===== src/rtl/gpio_regs_pkg.sv =====
package gpio_regs_pkg;
  localparam int MAX_PORTS   = 4;
  localparam int BUS_W       = 32;
  localparam int PORT_STRIDE = 12;
  localparam int DIR_OFS     = 4;
  localparam int PIN_BASE    = 80;
  localparam int PIN_STRIDE  = 4;
  // interrupt offsets, both layouts
  localparam int OFS_ENABLE    = 'h30;
  localparam int OFS_DEBOUNCE  = 'h48;
  localparam int DEF_MASK      = 'h34;
  localparam int DEF_TYPE      = 'h38;
  localparam int DEF_POLARITY  = 'h3c;
  localparam int DEF_STATUS    = 'h40;
  localparam int DEF_EOI       = 'h4c;
  localparam int ALT_MASK      = 'h44;
  localparam int ALT_TYPE      = 'h34;
  localparam int ALT_POLARITY  = 'h38;
  localparam int ALT_STATUS    = 'h3c;
  localparam int ALT_EOI       = 'h40;

  typedef enum logic [2:0] {
    IRQ_ENABLE   = 3'd0,
    IRQ_MASK     = 3'd1,
    IRQ_TYPE     = 3'd2,
    IRQ_POLARITY = 3'd3,
    IRQ_STATUS   = 3'd4,
    IRQ_DEBOUNCE = 3'd5,
    IRQ_EOI      = 3'd6
  } irqReg_e;

  typedef enum logic [2:0] {
    SRC_NONE = 3'd0,
    SRC_DATA = 3'd1,
    SRC_DIR  = 3'd2,
    SRC_PIN  = 3'd3,
    SRC_IRQ  = 3'd4
  } rdSrc_e;

  typedef struct packed {
    logic [MAX_PORTS-1:0] dataWe;
    logic [MAX_PORTS-1:0] dirWe;
    rdSrc_e               rdSrc;
    logic [1:0]           rdPort;
  } ctrlStrobes_t;
endpackage


===== src/rtl/gpio_pin_sync.sv =====
module gpio_pin_sync #(
  parameter int WIDTH = 32
) (
  input  logic             clk,
  input  logic             rstn,
  input  logic [WIDTH-1:0] din,
  output logic [WIDTH-1:0] dout
);
  logic [WIDTH-1:0] stage1;
  logic [WIDTH-1:0] stage2;

  always_ff @(posedge clk or negedge rstn) begin
    if (!rstn) begin
      stage1 <= '0;
      stage2 <= '0;
    end else begin
      stage1 <= din;
      stage2 <= stage1;
    end
  end

  assign dout = stage2;
endmodule


===== src/rtl/gpio_regs_ctrl.sv =====
module gpio_regs_ctrl
  import gpio_regs_pkg::*;
#(
  parameter int NUM_PORTS = 4,
  parameter int ADDR_W    = 8
) (
  input  logic              psel,
  input  logic              penable,
  input  logic              pwrite,
  input  logic [ADDR_W-1:0] paddr,
  input  logic              layoutAlt,
  output ctrlStrobes_t      strobes,
  output logic              irqAccess,
  output logic              irqWrite,
  output irqReg_e           irqRegId
);
  logic    access;
  rdSrc_e  hitSrc;
  logic [1:0] hitPort;
  logic    irqHit;
  irqReg_e irqSel;

  assign access = psel && penable;

  // port register decode
  always_comb begin
    hitSrc  = SRC_NONE;
    hitPort = '0;
    for (int p = 0; p < NUM_PORTS; p++) begin
      if (paddr == ADDR_W'(PORT_STRIDE * p)) begin
        hitSrc  = SRC_DATA;
        hitPort = 2'(p);
      end
      if (paddr == ADDR_W'(PORT_STRIDE * p + DIR_OFS)) begin
        hitSrc  = SRC_DIR;
        hitPort = 2'(p);
      end
      if (paddr == ADDR_W'(PIN_BASE + PIN_STRIDE * p)) begin
        hitSrc  = SRC_PIN;
        hitPort = 2'(p);
      end
    end
  end

  // interrupt register decode, layout dependent
  always_comb begin
    irqHit = 1'b1;
    irqSel = IRQ_ENABLE;
    if (paddr == ADDR_W'(OFS_ENABLE))        irqSel = IRQ_ENABLE;
    else if (paddr == ADDR_W'(OFS_DEBOUNCE)) irqSel = IRQ_DEBOUNCE;
    else if (!layoutAlt) begin
      if      (paddr == ADDR_W'(DEF_MASK))     irqSel = IRQ_MASK;
      else if (paddr == ADDR_W'(DEF_TYPE))     irqSel = IRQ_TYPE;
      else if (paddr == ADDR_W'(DEF_POLARITY)) irqSel = IRQ_POLARITY;
      else if (paddr == ADDR_W'(DEF_STATUS))   irqSel = IRQ_STATUS;
      else if (paddr == ADDR_W'(DEF_EOI))      irqSel = IRQ_EOI;
      else                                     irqHit = 1'b0;
    end else begin
      if      (paddr == ADDR_W'(ALT_MASK))     irqSel = IRQ_MASK;
      else if (paddr == ADDR_W'(ALT_TYPE))     irqSel = IRQ_TYPE;
      else if (paddr == ADDR_W'(ALT_POLARITY)) irqSel = IRQ_POLARITY;
      else if (paddr == ADDR_W'(ALT_STATUS))   irqSel = IRQ_STATUS;
      else if (paddr == ADDR_W'(ALT_EOI))      irqSel = IRQ_EOI;
      else                                     irqHit = 1'b0;
    end
  end

  // strobes to the datapath
  always_comb begin
    strobes = '0;
    for (int p = 0; p < NUM_PORTS; p++) begin
      strobes.dataWe[p] = access && pwrite && (hitSrc == SRC_DATA) && (hitPort == 2'(p));
      strobes.dirWe[p]  = access && pwrite && (hitSrc == SRC_DIR)  && (hitPort == 2'(p));
    end
    if (access && !pwrite) begin
      strobes.rdSrc  = irqHit ? SRC_IRQ : hitSrc;
      strobes.rdPort = hitPort;
    end
  end

  assign irqAccess = access && irqHit;
  assign irqWrite  = access && irqHit && pwrite;
  assign irqRegId  = irqSel;
endmodule


===== src/rtl/gpio_regs_datapath.sv =====
module gpio_regs_datapath
  import gpio_regs_pkg::*;
#(
  parameter int NUM_PORTS = 4,
  parameter int PORT_W    = 32
) (
  input  logic                        clk,
  input  logic                        rstn,
  input  ctrlStrobes_t                strobes,
  input  logic [BUS_W-1:0]            wdata,
  input  logic [BUS_W-1:0]            irqRdata,
  input  logic [NUM_PORTS*PORT_W-1:0] pinIn,
  output logic [NUM_PORTS*PORT_W-1:0] padOut,
  output logic [NUM_PORTS*PORT_W-1:0] padOe,
  output logic [BUS_W-1:0]            rdData
);
  logic [PORT_W-1:0] dataQ [NUM_PORTS];
  logic [PORT_W-1:0] dirQ  [NUM_PORTS];
  logic [PORT_W-1:0] pinQ  [NUM_PORTS];

  for (genvar p = 0; p < NUM_PORTS; p++) begin : g_port
    always_ff @(posedge clk or negedge rstn) begin
      if (!rstn) begin
        dataQ[p] <= '0;
        dirQ[p]  <= '0;
      end else begin
        if (strobes.dataWe[p]) dataQ[p] <= wdata[PORT_W-1:0];
        if (strobes.dirWe[p])  dirQ[p]  <= wdata[PORT_W-1:0];
      end
    end

    gpio_pin_sync #(.WIDTH(PORT_W)) u_sync (
      .clk  (clk),
      .rstn (rstn),
      .din  (pinIn[p*PORT_W +: PORT_W]),
      .dout (pinQ[p])
    );

    assign padOut[p*PORT_W +: PORT_W] = dataQ[p];
    assign padOe[p*PORT_W +: PORT_W]  = dirQ[p];
  end

  logic [PORT_W-1:0] dataSel, dirSel, pinSel;

  always_comb begin
    dataSel = '0;
    dirSel  = '0;
    pinSel  = '0;
    for (int p = 0; p < NUM_PORTS; p++) begin
      if (int'(strobes.rdPort) == p) begin
        dataSel = dataQ[p];
        dirSel  = dirQ[p];
        pinSel  = pinQ[p];
      end
    end
    case (strobes.rdSrc)
      SRC_DATA: rdData = BUS_W'(dataSel);
      SRC_DIR:  rdData = BUS_W'(dirSel);
      SRC_PIN:  rdData = BUS_W'(pinSel);
      SRC_IRQ:  rdData = irqRdata;
      default:  rdData = '0;
    endcase
  end
endmodule


===== src/rtl/gpio_regs_top.sv =====
module gpio_regs_top
  import gpio_regs_pkg::*;
#(
  parameter int NUM_PORTS = 4,
  parameter int PORT_W    = 32,
  parameter int ADDR_W    = 8
) (
  input  logic                        pclk,
  input  logic                        presetn,
  input  logic                        psel,
  input  logic                        penable,
  input  logic                        pwrite,
  input  logic [ADDR_W-1:0]           paddr,
  input  logic [31:0]                 pwdata,
  output logic [31:0]                 prdata,
  output logic                        pready,
  output logic                        pslverr,
  input  logic                        layoutAlt,
  input  logic [NUM_PORTS*PORT_W-1:0] pinIn,
  output logic [NUM_PORTS*PORT_W-1:0] padOut,
  output logic [NUM_PORTS*PORT_W-1:0] padOe,
  output logic                        irqAccess,
  output logic                        irqWrite,
  output logic [2:0]                  irqRegId,
  output logic [31:0]                 irqWdata,
  input  logic [31:0]                 irqRdata
);
  ctrlStrobes_t strobes;
  irqReg_e      irqSel;

  gpio_regs_ctrl #(.NUM_PORTS(NUM_PORTS), .ADDR_W(ADDR_W)) u_ctrl (
    .psel      (psel),
    .penable   (penable),
    .pwrite    (pwrite),
    .paddr     (paddr),
    .layoutAlt (layoutAlt),
    .strobes   (strobes),
    .irqAccess (irqAccess),
    .irqWrite  (irqWrite),
    .irqRegId  (irqSel)
  );

  gpio_regs_datapath #(.NUM_PORTS(NUM_PORTS), .PORT_W(PORT_W)) u_dp (
    .clk      (pclk),
    .rstn     (presetn),
    .strobes  (strobes),
    .wdata    (pwdata),
    .irqRdata (irqRdata),
    .pinIn    (pinIn),
    .padOut   (padOut),
    .padOe    (padOe),
    .rdData   (prdata)
  );

  assign irqRegId = irqSel;
  assign irqWdata = pwdata;
  assign pready   = 1'b1;
  assign pslverr  = 1'b0;
endmodule


===== config.mk =====
export PLATFORM = sky130hd
export DESIGN_NAME = gpio_regs_top
export DESIGN_NICKNAME = d
export VERILOG_FILES = /design/src/rtl/gpio_regs_pkg.sv /design/src/rtl/gpio_pin_sync.sv /design/src/rtl/gpio_regs_ctrl.sv /design/src/rtl/gpio_regs_datapath.sv /design/src/rtl/gpio_regs_top.sv
export SDC_FILE = /design/constraint.sdc
export NUM_CORES = 1
export LEC_CHECK = 0
export BUFFER_PORTS_ARGS = -buffer_cell sky130_fd_sc_hd__buf_2
export CAP_MARGIN = 20
export CORE_ASPECT_RATIO = 0.75
export CORE_MARGIN = 8
export CORE_UTILIZATION = 50
export DETAILED_ROUTE_END_ITERATION = 10
export HOLD_SLACK_MARGIN = 0.1
export PLACE_DENSITY = 0.76
export SLEW_MARGIN = 10
export SYNTH_ARGS = -nofsm -noshare
export SYNTH_HDL_FRONTEND = slang
export SYNTH_SLANG_ARGS = --single-unit

===== constraint.sdc =====
create_clock -name pclk -period 2.9 [get_ports pclk]
set_input_delay 0.145 -clock pclk [delete_from_list [all_inputs] [get_ports pclk]]
set_output_delay 0.145 -clock pclk [all_outputs]
set_load 0.01 [all_outputs]

==> Yosys cells after proc, flatten, opt, wreduce, memory -nomap -nowiden <==
Cells that the tools add are included.
{ "totals": {"ff_bits": 512, "inputBits": 206} }
{ "classes": {"eq_ne": 31, "mux": 62, "n_reduce_logical": 19} }
{ "ops": {"columns": ["op", "n"], "rows": [
  ["two-way mux 32 bit", 12],
  ["case mux 32 bit (4 select lines)", 1],
  ["two-way mux 3 bit", 24],
  ["equality test 8 x 7 -> 1 bit, second input constant", 8],
  ["equality test 8 x 6 -> 1 bit, second input constant", 6],
  ["equality test 8 x 5 -> 1 bit, second input constant", 3],
  ["two-way mux 1 bit", 17],
  ["logical AND 1 bit", 15],
  ["two-way mux 2 bit", 7],
  ["equality test 3 x 2 -> 1 bit, second input constant", 3],
  ["equality test 2 bit, second input constant", 4],
  ["equality test 8 x 3 -> 1 bit, second input constant", 1],
  ["equality test 8 x 4 -> 1 bit, second input constant", 1],
  ["zero test 8 bit", 1],
  ["equality test 3 x 1 -> 1 bit, second input constant", 2],
  ["two-way mux 5 bit", 1],
  ["equality test 2 x 1 -> 1 bit, second input constant", 2],
  ["zero test 2 bit", 2],
  ["equality test 3 bit, second input constant", 1],
  ["zero test 1 bit", 1]
]} }

==> Logic depth before layout (Yosys ltp) <==
Gate-level depths: netlist of the first run.
{ "depth": {"depth_word": 21, "depth_mapped": 10, "depth_no_buf": 6} }

==> By module <==
From an unflattened synthesis of the first run, not the netlist that was laid out.
{ "hier_totals": {"hier_cells": 1166, "hier_area_um2": 19625.1} }
{ "modules_own_cells": {"columns": ["module", "n_inst", "cells_each", "area_per_inst_um2", "seq_area_each_um2"], "rows": [
  ["gpio_regs_datapath", 1, 789, 12429.4, 6406.1],
  ["gpio_pin_sync", 4, 64, 1601.5, 1601.5],
  ["gpio_regs_ctrl", 1, 85, 526.8, 0.0],
  ["gpio_regs_top", 1, 36, 262.8, 0.0]
]} }

==> Worst setup path after synthesis of the first run <==
OpenSTA, ideal clock, no wires.
{ "synth_timing": {"kind": "input port to output port", "startpoint": "input port paddr[7]", "endpoint": "output port prdata[12]", "arrival_time_ps": 2129, "setup_slack_ps": 626, "path_stages": 7, "n_path_buf": 2, "path_cell_list": "or3_1 -> buf_2 -> nor4_4 -> nand2_2 -> or3_4 -> buf_2 -> o311ai_0"} }
{ "synth_between": {"elab_chain_len": 17, "elab_cells_between_ends": 77, "cone_classes": "26 x eq/ne; 49 x mux; 2 x reduce/logical"} }
{ "synth_lines": {"columns": ["item", "line", "text"], "rows": [
  ["start, declared", "gpio_regs_top.sv:13", "input logic [ADDR_W-1:0] paddr,"],
  ["zero test 8 bit / equality test 8 x 4 -> 1 bit (equally long branches)", "gpio_regs_ctrl.sv:30", "if (paddr == ADDR_W'(PORT_STRIDE * p)) begin"],
  ["two-way mux 1 bit", "gpio_regs_ctrl.sv:30", null],
  ["two-way mux 2 bit / two-way mux 1 bit (equally long branches)", "gpio_regs_ctrl.sv:34", "if (paddr == ADDR_W'(PORT_STRIDE * p + DIR_OFS)) begin"],
  ["two-way mux 3 bit / two-way mux 1 bit (equally long branches)", "gpio_regs_ctrl.sv:38", "if (paddr == ADDR_W'(PIN_BASE + PIN_STRIDE * p)) begin"],
  ["two-way mux 3 bit / two-way mux 2 bit (equally long branches)", "gpio_regs_ctrl.sv:30", null],
  ["two-way mux 3 bit / two-way mux 2 bit (equally long branches)", "gpio_regs_ctrl.sv:34", null],
  ["two-way mux 3 bit / two-way mux 2 bit (equally long branches)", "gpio_regs_ctrl.sv:38", null],
  ["two-way mux 3 bit / two-way mux 2 bit (equally long branches)", "gpio_regs_ctrl.sv:30", null],
  ["two-way mux 3 bit / two-way mux 2 bit (equally long branches)", "gpio_regs_ctrl.sv:34", null],
  ["two-way mux 3 bit / two-way mux 2 bit (equally long branches)", "gpio_regs_ctrl.sv:38", null],
  ["two-way mux 3 bit / two-way mux 5 bit (equally long branches)", "gpio_regs_ctrl.sv:30, gpio_regs_ctrl.sv:75", null],
  ["two-way mux 3 bit / zero test 2 bit (equally long branches)", "gpio_regs_ctrl.sv:34, gpio_regs_datapath.sv:50", null],
  ["two-way mux 3 bit / two-way mux 32 bit (equally long branches)", "gpio_regs_ctrl.sv:38, gpio_regs_datapath.sv:50", null],
  ["two-way mux 3 bit / two-way mux 32 bit (equally long branches)", "gpio_regs_ctrl.sv:76, gpio_regs_datapath.sv:50", null],
  ["two-way mux 5 bit *", "gpio_regs_ctrl.sv:75", "if (access && !pwrite) begin"],
  ["equality test 3 bit (tied with other cells)", "gpio_regs_datapath.sv:56", "case (strobes.rdSrc)"],
  ["case mux 32 bit (4 select lines) *", "gpio_regs_datapath.sv:56", null],
  ["end, declared", "gpio_regs_top.sv:15", "output logic [31:0] prdata,"]
]} }
Mark *: on every way between the ends. The rest lies on a longest branch, timed or not.

==> Worst setup path after layout of the first run <==
{ "layout_timing": {"startpoint": "input port paddr[2]", "endpoint": "output port prdata[17]"} }
Same word-level chain as after synthesis.

==> impl_metrics.env, run 1 <==
export IMPL_layout_drive_gt1_share=0.460
export IMPL_yosysUniqueCellTypes=62
export IMPL_hold_viol_final=0
export IMPL_track_usage=0.326
export IMPL_async_flop_share=1.00
export IMPL_violations="negative setup slack"
export IMPL_finalSetupViolations=1
export IMPL_area_delta_synth_final_pct=36.9
export IMPL_p_per_area_nw_per_um2=580
export IMPL_hp_start="pinIn[118]"
export IMPL_drv_slew=0
export IMPL_synth_edf_count=0
export IMPL_dp_cells=2428
export IMPL_grt_max_degree=108
export IMPL_p_int_mw=12.1
export IMPL_seqPwrFrac=0.479
export IMPL_skew_ps=24.4
export IMPL_ys_warn_count=0
export IMPL_reg2reg_from="u_dp.padOut[32]$_DFFE_PN0P_"
export IMPL_vias_per_cell=6.18
export IMPL_die_h_um=189
export IMPL_cts_setup_buffers=0
export IMPL_core_sq_um=39300
export IMPL_netlist_top_cell_by_area="dfrtp_1"
export IMPL_path_buf_inv=2
export IMPL_crit_fanout=22
export IMPL_ir_drop_mv=0.452
export IMPL_cpMostUsedCell="buf_2"
export IMPL_r2r_end="u_dp.padOut[32]$_DFFE_PN0P_"
export IMPL_crit_chain="buf_2, nor4bb_4, a22o_4, a221oi_1, nor2_1, a21oi_1, o311ai_0, buf_2"
export IMPL_crit_type="in2out"
export IMPL_path_clk_slew_ps=70
export IMPL_p_comb_frac=0.074
export IMPL_grt_pass1_vias=17800
export IMPL_num_io_pins=533
export IMPL_max_clock_path_buffers=3
export IMPL_pwr_share_clk=0.447
export IMPL_fin_area_sq_um=27200
export IMPL_h_tree_depth=2
export IMPL_drt_iter0_drc=1732
export IMPL_overflow=0
export IMPL_nets=2327
export IMPL_fin_ws_ps=-12.5
export IMPL_cp_slowest_cell="nor4bb_4"
export IMPL_cp_slowest_stage_delay_ps=600
export IMPL_fill_cells=2666
export IMPL_total_power_mw=15.8
export IMPL_outcome="finished, violations left"
export IMPL_insertion_delay_ps=580
export IMPL_vias=16600
export IMPL_initial_utilization=0.505
export IMPL_yosys_cell_count_top_type="dfrtp_1"
export IMPL_min_to="u_dp.g_port[3].u_sync.stage1[22]$_DFF_PN0_"
export IMPL_power_leakage_nw=13.6
export IMPL_ys_seq_area_frac=0.645
export IMPL_final_antenna_net_count=0
export IMPL_sw_frac_of_total=0.231
export IMPL_syn_area_sq_um=19900
export IMPL_die_area_sq_um=46400
export IMPL_synth_avg_cell_area_sq_um=14.1
export IMPL_multi_input_comb_area_sq_um=6520
export IMPL_r2r_slack_ps=2050
export IMPL_seq_area_sq_um=12800
export IMPL_p_sw_mw=3.64
export IMPL_max_freq_mhz=343
export IMPL_layout_min_cycle_time_ps=2910
export IMPL_final_cells=2684
export IMPL_cts_sinks=512
export IMPL_min_path_type="in2reg"
export IMPL_gp_congestion=0.928
export IMPL_worst_setup_path_end_kind="output port"
export IMPL_row_count=63
export IMPL_place_hpwl_um=52400
export IMPL_max_cap_violations=0
export IMPL_drc=0
export IMPL_portBuffers=530
export IMPL_synth_top_area_frac=0.645
export IMPL_die_x_um=246
export IMPL_cp_start_kind="input port"
export IMPL_crit_arrival_ps=2770
export IMPL_wl_per_cell_um=29.4
export IMPL_dr_pass1_iters=6
export IMPL_hold_path_depth=2
export IMPL_synth_cells=1412
export IMPL_relSlewSlack=0.375
export IMPL_worstPathRequired_ps=2760
export IMPL_synth_fp_nets=1618
export IMPL_synth_area_leaders="dfrtp_1 65%, mux2_2 14%, a221oi_1 2.0%"
export IMPL_drt_wl_total_um=78900
export IMPL_ys_top_cells_by_count="512 x dfrtp_1, 244 x mux2_2, 64 x nor2_1, 47 x o211ai_1, 47 x o21ai_0"
export IMPL_cts_buffers=48
export IMPL_critPathTopFamily="compound AO/OA/AOI/OAI gates"
export IMPL_r2r_cells=1
export IMPL_clockRootBuffer="clkbuf_16"
export IMPL_cts_tree="done"
export IMPL_grt_pass1_wl_um=114000
export IMPL_placed_cell_area_sq_um=23700
export IMPL_antenna_found_initial=5
export IMPL_tightest_slew_ps=938
export IMPL_layout_worst_path_cycle_share=1.00
export IMPL_ys_flop_type="dfrtp_1"
export IMPL_ys_ff_latch=512
power groups by stage:
stage / logic, mW / clock network, mW / registers [mW]
6_report: 1.16 / 7.05 / 7.55
3_5_place_dp: 0.949 / 0 / 7.67
2_1_floorplan: 0.319 / 0 / 7.65
4_1_cts: 1.12 / 7.03 / 7.54
5_1_grt: 1.24 / 7.41 / 7.56
3_3_place_gp: 0.930 / 0 / 7.66
cell usage in the layout (no fill, tap or decap), drive strengths merged, types with 4 or more instances in the layout:
cell	synthesis	layout
nor3	13	13
nor3b	5	5
o21ai	48	48
bufinv	0	10
mux2	256	256
o22ai	34	34
nor2	64	64
nor2b	4	4
a221oi	45	45
dlygate4sd3	0	161
o311ai	5	5
o211ai	47	47
a211oi	5	5
nand2	27	27
or3	11	11
clkinv	0	12
o2bb2ai	35	35
dfrtp	512	512
nand3	20	20
clkbuf	38	65
a211o	9	9
a22oi	25	25
nand4	16	16
a21oi	15	15
a2bb2oi	8	8
a221o	24	24
buf	97	631
per-layer routing:
layer | wire [um] | global-route usage
met1 | 29400 | 0.410
met2 | 37000 | 0.524
met4 | 4020 | 0.150
met3 | 8550 | 0.0891
met5 | 27 | 0
worst max path at each step:
stage	startpoint	slack (ps)	to	cells past startpoint
after floorplan	paddr[7]	630	prdata[12]	7
after global placement	paddr[4]	80	prdata[12]	8
after detailed placement	paddr[7]	70	prdata[2]	10
after CTS	paddr[7]	50	prdata[2]	10
after global routing	paddr[2]	-7	prdata[17]	8
final	paddr[2]	-10	prdata[17]	8
registers in the layout, summed over array words and instances (netlist names):
name / flops
u_dp.g_port.u_sync.dout: 128
u_dp.g_port.u_sync.stage1: 128
u_dp.padOe: 128
u_dp.padOut: 128
through the flow:
stage / setup TNS [ps] / hold slack, ps / setup WS [ps] / utilization
after floorplan: 0 / -151 / 626 / -
after global placement: 0 / 253 / 83.6 / 0.603
after detailed placement: 0 / 254 / 67.7 / 0.603
after CTS: 0 / 177 / 46.3 / 0.689
after global routing: -7.92 / 180 / -7.14 / 0.691
final: -12.5 / 199 / -12.5 / 0.691
what timing repair did:
action | 4_1_cts | 5_1_grt
hold buffers | 161 | 0
gates resized for setup | 0 | 7
hold endpoints to repair | 472 | 0
setup endpoints to repair | 0 | 12
kinds of logic (layout without fill, tap and decap cells):
logic type                after synthesis  after routing  share of synthesized area
buffers and inverters                 136            883                     0.0367
muxes                                 256            256                      0.145
DFF                                   512            512                      0.645
AOI/OAI and AO/OA                     321            322                      0.123
xor gates and xnor gates                3              3                    0.00132
other                                   2              5                   0.000378
and+or+nand+nor                       182            183                     0.0479
final cells by class:
cell class              count  share of cell area
flip-flops and latches    512               0.471
repair buffers            792               0.199
diodes                      3            0.000276
multi-input cells         766               0.240
inverters                   1            0.000138
well taps                 520              0.0239
clock buffers              65              0.0499
clock inverters            25              0.0156
Power figures use the tool's default switching activity.
==> inputs of run 2 (changes only) <==
SETUP_SLACK_MARGIN = 0.15   (was default)
==> run 2 against run 1 <==
The run now ends clean. Global-route usage increased by 0.81 points. Largest cell class unchanged. Non-clock buffer count is 8 higher. Worst setup slack better by 120 ps. Critical endpoint is now prdata[24]. Final cell count increased by 0.37%. First-iteration DRC count up 7.4%. Critical path depth is 2 higher. Clock power hardly changed. Power about the same.
==> impl_metrics.env, run 2 (same netlist as run 1, synthesis figures left out) <==
export IMPL_hold_viol_final=0
export IMPL_placed_cell_area_sq_um=23700
export IMPL_tns_ps=0
export IMPL_max_cap_violations=0
export IMPL_worstPathRequired_ps=2760
export IMPL_grt_pass1_wl_um=116000
export IMPL_skew_ps=25.9
export IMPL_initial_utilization=0.505
export IMPL_power_leakage_nw=13.6
export IMPL_tightest_slew_ps=947
export IMPL_wl_per_cell_um=29.7
export IMPL_layout_worst_path_cycle_share=0.963
export IMPL_antenna_found_initial=4
export IMPL_final_cell_mix="529 x buf_2, 512 x dfrtp_1, 244 x mux2_2"
export IMPL_vias=16700
export IMPL_crit_arrival_ps=2650
export IMPL_place_hpwl_um=52400
export IMPL_r2r_end="u_dp.padOut[108]$_DFFE_PN0P_"
export IMPL_path_clk_slew_ps=70
export IMPL_cts_sinks=512
export IMPL_mostFrequentLayoutCell="buf_2"
export IMPL_clockRootBuffer="clkbuf_16"
export IMPL_hp_start="pinIn[118]"
export IMPL_area_delta_synth_final_pct=37.7
export IMPL_nets=2337
export IMPL_crit_fanout=10
export IMPL_ir_drop_mv=0.454
export IMPL_fin_area_sq_um=27300
export IMPL_grt_pass1_vias=17800
export IMPL_crit_type="in2out"
export IMPL_fill_cells=2654
export IMPL_drt_wl_total_um=80100
export IMPL_cp_slowest_cell="or4b_1"
export IMPL_h_tree_depth=2
export IMPL_relSlewSlack=0.369
export IMPL_grt_max_degree=108
export IMPL_row_count=63
export IMPL_r2r_slack_ps=2040
export IMPL_outcome="completed"
export IMPL_drc=0
export IMPL_dp_cells=2428
export IMPL_finalSetupViolations=0
export IMPL_total_power_mw=15.8
export IMPL_rsz0062_at_grt="yes"
export IMPL_layout_min_cycle_time_ps=2790
export IMPL_gp_congestion=0.928
export IMPL_overflow=0
export IMPL_cp_slowest_stage_delay_ps=520
export IMPL_cts_buffers=48
export IMPL_dr_pass1_iters=6
export IMPL_reg2reg_from="u_dp.padOut[108]$_DFFE_PN0P_"
export IMPL_max_freq_mhz=358
export IMPL_num_io_pins=533
export IMPL_final_antenna_net_count=0
export IMPL_p_per_area_nw_per_um2=577
export IMPL_portBuffers=530
export IMPL_vias_per_cell=6.21
export IMPL_die_x_um=246
export IMPL_track_usage=0.334
export IMPL_insertion_delay_ps=590
export IMPL_die_area_sq_um=46400
export IMPL_min_path_type="in2reg"
export IMPL_cp_start_kind="input port"
export IMPL_crit_chain="buf_2, buf_4, or4b_1, o32a_2, o22ai_1, a2bb2oi_1, a32oi_1, o311ai_0, buf_4, buf_2"
export IMPL_die_h_um=189
export IMPL_cts_tree="done"
export IMPL_min_to="u_dp.g_port[3].u_sync.stage1[22]$_DFF_PN0_"
export IMPL_worst_setup_path_end_kind="output port"
export IMPL_layout_drive_gt1_share=0.465
export IMPL_drt_iter0_drc=1860
export IMPL_final_cells=2694
export IMPL_drv_slew=0
export IMPL_hold_path_depth=2
export IMPL_r2r_cells=1
export IMPL_core_sq_um=39300
export IMPL_max_clock_path_buffers=3
-- run 2: per-stage QoR --
step / utilization / setup WS [ps] / hold WS [ps]
after CTS: 0.691 / 137 / 177
after floorplan: - / 626 / -151
final: 0.695 / 108 / 199
after detailed placement: 0.603 / 67.7 / 254
after global placement: 0.603 / 83.6 / 253
after global routing: 0.695 / 50.7 / 180
-- run 2: metal layers --
metal,share of wire,global-route usage
met2,0.47,0.534
met1,0.38,0.423
met4,0.048,0.147
met5,0.00016,0
met3,0.11,0.0947
-- run 2: worst max-delay path by stage --
stage               startpoint  cells after the start  slack, ps    endpoint
floorplan             paddr[7]                      7        630  prdata[12]
global placement      paddr[4]                      8         80  prdata[12]
detailed placement    paddr[7]                     10         70   prdata[2]
CTS                   paddr[5]                     12        140  prdata[23]
global route          paddr[5]                     10         50  prdata[24]
finish                paddr[5]                     10        110  prdata[24]
-- run 2: report_power, final --
| part | switching (mW) | internal (mW) |
|---|---|---|
| combinational | 0.650 | 0.532 |
| clock | 2.84 | 4.21 |
| sequential | 0.148 | 7.40 |
| total | 3.64 | 12.1 |
-- run 2: cell type report --
class	count	area, sq um	share of cell area
antenna	3	7.51	0.000275
clock buffer	65	1360	0.0496
clock inverter	25	423	0.0155
inverter	1	3.75	0.000137
multi-input combinational	768	6580	0.241
sequential	512	12800	0.469
tap	520	651	0.0238
timing repair buffer	800	5500	0.201
-- run 2: repair_timing --
item / 4_1_cts / 5_1_grt
pin swaps: 2 / 4
resized for setup: 7 / 14
hold buffers: 161 / 0
endpoints found under the setup margin: 11 / 27
endpoints found under the hold margin: 472 / 0
setup buffers: 0 / 7
gates cloned: 4 / 1
-- run 2: critical path: cells and delay by family --
| family | cells | cell delay, ps |
|---|---|---|
| AOI/OAI and AO/OA | 5 | 1250 |
| buffers and inverters | 4 | 710 |
| and+or+nand+nor | 1 | 520 |
